**src/rtl/ts16_alarm_pkg.sv**
```systemverilog
package ts16_alarm_pkg;
  localparam int OCT_W        = 8;
  localparam int MF_LEN       = 16;
  localparam int TS_W         = 5;
  localparam int TS_SIG       = 16;
  localparam int TS_ALIGN     = 0;
  localparam int DMA_BIT_NUM  = 6;   // 1 = MSB
  localparam int RA_BIT_NUM   = 3;
  localparam int DMA_RUN      = 2;
  localparam int RA_RUN       = 3;
  localparam int ONES_ZERO_LIM = 3;

  typedef struct packed {
    logic ones;
    logic zeros;
    logic dist_mf;
    logic remote;
  } alarm_vec_t;
endpackage

```
**src/rtl/ts16_rst_sync.sv**
```systemverilog
module ts16_rst_sync (
  input  logic clk,
  input  logic rst_n,
  output logic rst_n_sync
);
  logic [1:0] sync_q;

  always_ff @(posedge clk or negedge rst_n) begin
    if (!rst_n) sync_q <= 2'b00;
    else        sync_q <= {sync_q[0], 1'b1};
  end

  assign rst_n_sync = sync_q[1];
endmodule

```
**src/rtl/ts16_mf_accum.sv**
```systemverilog
module ts16_mf_accum #(
  parameter int OCT_W    = 8,
  parameter int MF_LEN   = 16,
  parameter int ZERO_LIM = 3
) (
  input  logic                      clk,
  input  logic                      rst_n,
  input  logic                      clr,
  input  logic                      smp,
  input  logic [$clog2(MF_LEN)-1:0] frm,
  input  logic [OCT_W-1:0]          data,
  output logic                      ones_alarm,
  output logic                      zeros_alarm
);
  localparam int FW = $clog2(MF_LEN);
  localparam int ZW = $clog2(MF_LEN*OCT_W+1);
  localparam logic [FW-1:0] LAST_F  = FW'(MF_LEN-1);
  localparam logic [ZW-1:0] LIM_C   = ZW'(ZERO_LIM);
  localparam logic [ZW-1:0] ALL_Z   = ZW'(MF_LEN*OCT_W);

  logic          seq_q, seq_d;
  logic [FW-1:0] tcnt_q, tcnt_d;
  logic [ZW-1:0] zacc_q, zacc_d;
  logic          ones_q, ones_d, zeros_q, zeros_d;
  logic [ZW-1:0] z_oct, z_sum;

  always_comb begin
    z_oct = '0;
    for (int i = 0; i < OCT_W; i++) z_oct = z_oct + ZW'(!data[i]);
    z_sum = zacc_q + z_oct;
  end

  always_comb begin
    seq_d   = seq_q;
    tcnt_d  = tcnt_q;
    zacc_d  = zacc_q;
    ones_d  = ones_q;
    zeros_d = zeros_q;
    if (clr) begin
      seq_d  = 1'b0;
      tcnt_d = '0;
      zacc_d = '0;
    end else if (smp) begin
      if (frm == '0) begin
        seq_d  = 1'b1;
        tcnt_d = FW'(1);
        zacc_d = z_oct;
      end else if (seq_q && frm == tcnt_q) begin
        if (frm == LAST_F) begin
          ones_d  = (z_sum < LIM_C);
          zeros_d = (z_sum == ALL_Z);
          seq_d   = 1'b0;
          tcnt_d  = '0;
          zacc_d  = '0;
        end else begin
          tcnt_d = tcnt_q + 1'b1;
          zacc_d = z_sum;
        end
      end else begin
        seq_d = 1'b0;
      end
    end
  end

  always_ff @(posedge clk or negedge rst_n) begin
    if (!rst_n) begin
      seq_q   <= 1'b0;
      tcnt_q  <= '0;
      zacc_q  <= '0;
      ones_q  <= 1'b0;
      zeros_q <= 1'b0;
    end else begin
      seq_q   <= seq_d;
      tcnt_q  <= tcnt_d;
      zacc_q  <= zacc_d;
      ones_q  <= ones_d;
      zeros_q <= zeros_d;
    end
  end

  assign ones_alarm  = ones_q;
  assign zeros_alarm = zeros_q;

  assert_sig_excl_R4: assert property (@(posedge clk) disable iff (!rst_n)
    !(ones_alarm && zeros_alarm));

  assert_no_eval_hold_R7: assert property (@(posedge clk) disable iff (!rst_n)
    !(smp && frm == LAST_F) |=> $stable({ones_alarm, zeros_alarm}));
endmodule

```
**src/rtl/ts16_run_filter.sv**
```systemverilog
module ts16_run_filter #(
  parameter int RUN = 3
) (
  input  logic clk,
  input  logic rst_n,
  input  logic clr,
  input  logic smp,
  input  logic bit_in,
  output logic alarm
);
  localparam int CW = $clog2(RUN+1);
  localparam logic [CW-1:0] RUN_C = CW'(RUN);

  logic [CW-1:0] cnt_q, cnt_d;
  logic          last_q, last_d;
  logic          alarm_q, alarm_d;

  always_comb begin
    cnt_d   = cnt_q;
    last_d  = last_q;
    alarm_d = alarm_q;
    if (clr) begin
      cnt_d = '0;
    end else if (smp) begin
      if (cnt_q != '0 && bit_in == last_q)
        cnt_d = (cnt_q == RUN_C) ? cnt_q : cnt_q + 1'b1;
      else
        cnt_d = CW'(1);
      last_d = bit_in;
      if (cnt_d == RUN_C) alarm_d = bit_in;
    end
  end

  always_ff @(posedge clk or negedge rst_n) begin
    if (!rst_n) begin
      cnt_q   <= '0;
      last_q  <= 1'b0;
      alarm_q <= 1'b0;
    end else begin
      cnt_q   <= cnt_d;
      last_q  <= last_d;
      alarm_q <= alarm_d;
    end
  end

  assign alarm = alarm_q;

  // Shared by the R5 and R6 instances
  assert_run_idle_hold_R6: assert property (@(posedge clk) disable iff (!rst_n)
    !smp |=> $stable(alarm));

  assert_run_set_by_one_R5: assert property (@(posedge clk) disable iff (!rst_n)
    $rose(alarm) |-> $past(smp && bit_in));
endmodule

```
**src/rtl/ts16_alarm_det.sv**
```systemverilog
module ts16_alarm_det
  import ts16_alarm_pkg::*;
#(
  parameter int W        = OCT_W,
  parameter int MFL      = MF_LEN,
  parameter int TSW      = TS_W,
  parameter int DMA_N    = DMA_RUN,
  parameter int RA_N     = RA_RUN,
  parameter int ZLIM     = ONES_ZERO_LIM
) (
  input  logic                   clk,
  input  logic                   rst_n,
  input  logic                   align_ok,
  input  logic                   oct_vld,
  input  logic [W-1:0]           oct_data,
  input  logic [TSW-1:0]         ts_num,
  input  logic [$clog2(MFL)-1:0] frm_num,
  input  logic                   nonalign,
  output logic                   sig_ones_alarm,
  output logic                   sig_zeros_alarm,
  output logic                   dist_mf_alarm,
  output logic                   remote_alarm
);
  localparam int DMA_IDX = W - DMA_BIT_NUM;
  localparam int RA_IDX  = W - RA_BIT_NUM;
  localparam logic [TSW-1:0] TS_SIG_C   = TSW'(TS_SIG);
  localparam logic [TSW-1:0] TS_ALIGN_C = TSW'(TS_ALIGN);

  logic rst_n_i;
  logic acc_en, sig_stb, dma_stb, ra_stb, clr;
  alarm_vec_t alm;

  ts16_rst_sync u_rst (.clk(clk), .rst_n(rst_n), .rst_n_sync(rst_n_i));

  always_comb begin
    clr     = !align_ok;
    acc_en  = oct_vld && align_ok;
    sig_stb = acc_en && (ts_num == TS_SIG_C);
    dma_stb = sig_stb && (frm_num == '0);
    ra_stb  = acc_en && (ts_num == TS_ALIGN_C) && nonalign;
  end

  ts16_mf_accum #(.OCT_W(W), .MF_LEN(MFL), .ZERO_LIM(ZLIM)) u_accum (
    .clk(clk), .rst_n(rst_n_i), .clr(clr), .smp(sig_stb),
    .frm(frm_num), .data(oct_data),
    .ones_alarm(alm.ones), .zeros_alarm(alm.zeros)
  );

  ts16_run_filter #(.RUN(DMA_N)) u_dma (
    .clk(clk), .rst_n(rst_n_i), .clr(clr), .smp(dma_stb),
    .bit_in(oct_data[DMA_IDX]), .alarm(alm.dist_mf)
  );

  ts16_run_filter #(.RUN(RA_N)) u_ra (
    .clk(clk), .rst_n(rst_n_i), .clr(clr), .smp(ra_stb),
    .bit_in(oct_data[RA_IDX]), .alarm(alm.remote)
  );

  assign sig_ones_alarm  = alm.ones;
  assign sig_zeros_alarm = alm.zeros;
  assign dist_mf_alarm   = alm.dist_mf;
  assign remote_alarm    = alm.remote;

  assert_align_loss_hold_R8: assert property (@(posedge clk) disable iff (!rst_n)
    !align_ok |=> $stable(alm));

  assert_foreign_ts_hold_R9: assert property (@(posedge clk) disable iff (!rst_n)
    (ts_num != TS_SIG_C && ts_num != TS_ALIGN_C) |=> $stable(alm));
endmodule

```
**config.mk**
```make
export PLATFORM = sky130hd
export DESIGN_NAME = ts16_alarm_det
export DESIGN_NICKNAME = d
export VERILOG_FILES = /design/src/rtl/ts16_alarm_pkg.sv /design/src/rtl/ts16_rst_sync.sv /design/src/rtl/ts16_mf_accum.sv /design/src/rtl/ts16_run_filter.sv /design/src/rtl/ts16_alarm_det.sv
export SDC_FILE = /design/constraint.sdc
export NUM_CORES = 1
export LEC_CHECK = 0
export ABC_CLOCK_PERIOD_IN_PS = 1000
export BUFFER_PORTS_ARGS = -buffer_cell sky130_fd_sc_hd__buf_2
export CAP_MARGIN = 40
export CORE_UTILIZATION = 59
export CTS_BUF_LIST = sky130_fd_sc_hd__clkbuf_4
export DETAILED_ROUTE_END_ITERATION = 6
export PLACE_DENSITY = 0.81
export SETUP_SLACK_MARGIN = 0.5
export SLEW_MARGIN = 20
export SYNTH_ARGS = -nofsm -noshare
export SYNTH_HDL_FRONTEND = slang
export SYNTH_SLANG_ARGS = --single-unit
```
**constraint.sdc**
```tcl
create_clock -name clk -period 1 [get_ports clk]
set_input_delay 0.1 -clock clk [delete_from_list [all_inputs] [get_ports clk]]
set_output_delay 0.1 -clock clk [all_outputs]
set_load 0.02 [all_outputs]
```
==> results.ini, run 1 <==
[status]
status = aborted with a tool error
lastStage = clock tree synthesis (4_1_cts)
toolErrorMsg = [ERROR DPL-0033] detailed placement checks failed during check placement.

[place]
place_congestion = 0.981
io_buffer_count = 25
dpl.hpwl_mm = 3.71
dpl-instance-area_sq_um = 2360
dp_cells = 278

[clocking]
htree_num_levels = 1
cts_hold_buf = 1
cts-root-buf = clkbuf_4
cts_max_path_buffers = 2
cts_setup_buffers = 11
clkSinkCount = 25
cts_made_buffers = 3
post_cts_resized = 55

[synth]
yosysTopAreaCellShare_pct = 36.1
synth-seq-area-share_pct = 36.1
ys_top_cells_by_area = dfrtp_1 (36%), ha_1 (6.5%), fa_1 (5.8%)
avgSynthCellArea_sq_um = 9.63
yosysWarnings = 0
async_flop_share_pct = 100
synthFlopType = dfrtp_1
synth_edf_count = 0
syn_area_sq_um = 1730
synth_seq_cells = 25
syn_inst = 180
synth.distinct_cells = 43
netlist.top_cell.by_area = dfrtp_1
synthesis.nets = 216

[die]
rows = 19
initial_utilization_pct = 62.3
die_h_um = 56.2
ioPinCount = 26
chipWidth_um = 56.2

==> cell usage after synthesis (2+ instances only) <==
library cell / n
a21oi_1: 11
and3_1: 3
and4_1: 2
dfrtp_1: 25
fa_1: 5
ha_1: 9
inv_1: 22
mux2_2: 2
mux2i_1: 2
nand2_1: 10
nand2b_1: 5
nand3_1: 8
nand4_1: 2
nand4b_1: 2
nor2_1: 9
nor2b_1: 2
o211a_1: 2
o21ai_0: 14
o22ai_1: 3
o2bb2ai_1: 4
o31a_1: 2
o31ai_1: 3
or4_1: 2
xnor2_1: 10
xor2_1: 3
==> per-stage QoR <==
stage / TNS [ps] / setup WS [ps]
3_5_place_dp: -30490 / -2870
3_3_place_gp: -28710 / -2640
2_1_floorplan: -23700 / -2380
==> logic make-up after synthesis <==
group	synth area share [%]
AO/OA/AOI/OAI	19.3
XOR/XNOR	6.57
adder cells (fa/ha/maj)	12.3
buffers and inverters	5.63
flip-flops	36.1
multiplexers	2.45
other	0.216
AND/OR/NAND/NOR	17.5
==> inputs of run 2 (changes only) <==
--- a/config.mk
+++ b/config.mk
@@ -8,11 +8,9 @@
 export ABC_CLOCK_PERIOD_IN_PS = 1000
 export BUFFER_PORTS_ARGS = -buffer_cell sky130_fd_sc_hd__buf_2
 export CAP_MARGIN = 40
-export CORE_UTILIZATION = 59
-export CTS_BUF_LIST = sky130_fd_sc_hd__clkbuf_4
+export CORE_UTILIZATION = 40
 export DETAILED_ROUTE_END_ITERATION = 6
-export PLACE_DENSITY = 0.81
-export SETUP_SLACK_MARGIN = 0.5
+export PLACE_DENSITY_LB_ADDON = 0.15
 export SLEW_MARGIN = 20
 export SYNTH_ARGS = -nofsm -noshare
 export SYNTH_HDL_FRONTEND = slang
==> results.ini, run 2 <==
[status]
status = complete, but fails checks  ; was aborted with a tool error
violations = negative setup slack

[synth]
synth-seq-area-share_pct = 36.1  ; unchanged
netlist.top_cell.by_area = dfrtp_1  ; unchanged
synth.distinct_cells = 43  ; unchanged
yosysWarnings = 0  ; unchanged
ys_top_cells_by_area = dfrtp_1 (36%), ha_1 (6.5%), fa_1 (5.8%)  ; unchanged
async_flop_share_pct = 100  ; unchanged
synthTopCellsByCount = dfrtp_1 (25), inv_1 (22), o21ai_0 (14)  ; unchanged
synth_edf_count = 0  ; unchanged
syn_area_sq_um = 1730  ; unchanged
synthesis.nets = 216  ; unchanged
synth_seq_cells = 25  ; unchanged
synthFlopType = dfrtp_1  ; unchanged
syn_inst = 180  ; unchanged
synth_most_common_cell = dfrtp_1  ; unchanged
yosysTopAreaCellShare_pct = 36.1  ; unchanged
avgSynthCellArea_sq_um = 9.63  ; unchanged

[global_routing]
grt_pass1_vias = 1676
grt_pass1_wl_mm = 7.40
antenna_found_initial = 0
globalRouteOverflowTotal = 0
grt_max_degree = 24
grt_usage_pct = 21.8

[cells_and_area]
largest_register_ffs = 8
fin_cells = 313
layout_common_cells = buf_4 (41), dfrtp_1 (23), buf_6 (20)
finalNetCount = 300
top_register = u_accum.zacc_q
mostFrequentLayoutCell = buf_4
layout-drive-gt1-share_pct = 57.4
syn_to_final_growth_pct = 65.2
antenna_cells = 0
top_regs = u_accum.zacc_q x8, u_accum.tcnt_q x4
fillers = 296

[clocking]
cts-root-buf = clkbuf_8  ; was clkbuf_4
htree_num_levels = 1  ; unchanged
insertion_delay_ps = 270
cts_made_buffers = 3  ; unchanged
path_clk_slew_ps = 90
cts_tree = built
clkSinkCount = 25  ; unchanged
cts_max_path_buffers = 2  ; unchanged

[pwr]
switchingPower_w = 0.00159
powerDensity_nw_per_um2 = 1500
peakVddDrop_uv = 1320
internal_power_w = 0.00270
p_leak_nw = 1.28
pwr-share-clk_pct = 14.0
p_seq_share_pct = 27.5
power_frac_comb_pct = 58.5
switching_share_pct = 37.0

[place]
io_buffer_count = 25  ; unchanged
place_congestion = 0.851  ; was 0.981
dp_cells = 295  ; was 278
dpl.hpwl_mm = 3.31  ; was 3.71 mm
pre_cts_ws_ps = -2750  ; was -2870 ps

[critical_path]
critPathCaptureType = register
critical_path_required_ps = 1170
cp_max_fo = 3
critPathKind = in2reg
start_kind = input pin
arrival_ps = 3620

[die]
ioPinCount = 26  ; unchanged
rows = 23  ; was 19
chipWidth_um = 67.8  ; was 56.2 um
die_h_um = 67.8  ; was 56.2 um
initial_utilization_pct = 42.4  ; was 62.3%
core_sq_um = 4090
die_area_sq_um = 4600

[min_path]
min_path_type = in2async

[timing]
rsz0062_at_grt = yes
fin_skew_ps = 6.76
hold_viol = 0
period_minus_slack_ps = 3450
fmax_mhz = 290
worst_slack_ps = -2450
period_share_pct = 345
maxSlewViolCount = 0
setup_viol = 19
tns_ps = -24800

[route]
wl_per_cell_um = 15.4
first_pass_iters = 4
drtIter0Drc = 72
routed_wirelength_mm = 4.82
detail-route-antenna-nets = 0
routed-via-count = 1656
drcViolationCount = 0
vias_per_cell = 5.29

[run]
maxCapViolCount = 0

-- run 2: critical path, cell delays in order --
cell and delay [ps]:
buf_8 90, inv_12 30, ha_4 220, fa_1 510, fa_1 440, fa_2 370
inv_2 60, fa_2 460, inv_2 100, ha_4 210, a211oi_4 260, nor2_1 90
xnor2_1 240, o2111ai_2 190, o31ai_1 240
-- run 2: metrics by stage --
stage	util, %	cell area [sq um]	hold WS (ps)	power (W)
3_3_place_gp	57.8	2360	-116	0.00285
3_5_place_dp	57.8	2360	-112	0.00293
6_report	70.1	2860	136	0.00429
4_1_cts	65.6	2680	130	0.00395
5_1_grt	70.1	2860	149	0.00454
2_1_floorplan	-	1860	-196	0.00230
-- run 2: per-layer routing --
layer / vias to the layer above / GRT usage [%] / routed length (um)
met5: - / 0 / 0
met4: 0 / 7.55 / 98
met3: 10 / 2.50 / 99
met2: 22 / 39.9 / 2550
met1: 813 / 26.2 / 2070
li1: 811 / - / -
-- run 2: logic make-up (layout without fill, tap and decap cells) --
logic type / count (synthesis) / in the layout / synth area share, %
AND/OR/NAND/NOR: 51 / 51 / 17.5
AO/OA/AOI/OAI: 48 / 48 / 19.3
flip-flops: 25 / 25 / 36.1
buffers and inverters: 24 / 107 / 5.63
adder cells (fa/ha/maj): 14 / 14 / 12.3
XOR/XNOR: 13 / 13 / 6.57
multiplexers: 4 / 4 / 2.45
other: 1 / 1 / 0.216
-- run 2: worst paths after layout --
kind | slack [ps] | startpoint | to | cells past startpoint
max | -2450 | oct_data[1] | u_accum.zeros_alarm | 15
min | 140 | rst_n | u_rst.sync_q[0] | 2
max reg2reg | -1020 | u_accum.zacc_q[0] | u_accum.zeros_alarm | 8
min reg2reg | 230 | u_rst.sync_q[1] | u_ra.last_q | 1
max in group asynchronous | 510 | u_rst.sync_q[1] | u_ra.alarm | 1
min in group clk | 160 | oct_data[2] | u_dma.last_q | 3
-- run 2: power groups by stage --
stage | clock, W | sequential, W | combinational (W)
floorplan | 0 | 0.00117 | 0.00113
global placement | 0 | 0.00117 | 0.00168
detailed placement | 0 | 0.00117 | 0.00176
CTS | 0.000631 | 0.00117 | 0.00215
global route | 0.000666 | 0.00119 | 0.00269
finish | 0.000599 | 0.00118 | 0.00251
-- run 2: final cells by class --
| type | count | area [sq um] | share of cell area (%) |
|---|---|---|---|
| Clock buffer | 3 | 41.3 | 1.44 |
| Clock inverter | 1 | 5.00 | 0.175 |
| Inverter | 22 | 97.6 | 3.41 |
| Multi-Input combinational cell | 131 | 1370 | 47.7 |
| Sequential cell | 25 | 628 | 21.9 |
| Tap cell | 50 | 62.6 | 2.18 |
| Timing Repair Buffer | 81 | 663 | 23.2 |
-- run 2: what timing repair did --
item | CTS | global route
buffers inserted | 11 | 5
pin swaps | 24 | 15
endpoints found under the hold margin | 2 | 0
hold buffers | 1 | 0
endpoints found under the setup margin | 21 | 23
gates cloned | 1 | 0
gates resized for setup | 43 | 40
(Power assumes the default switching activity.)
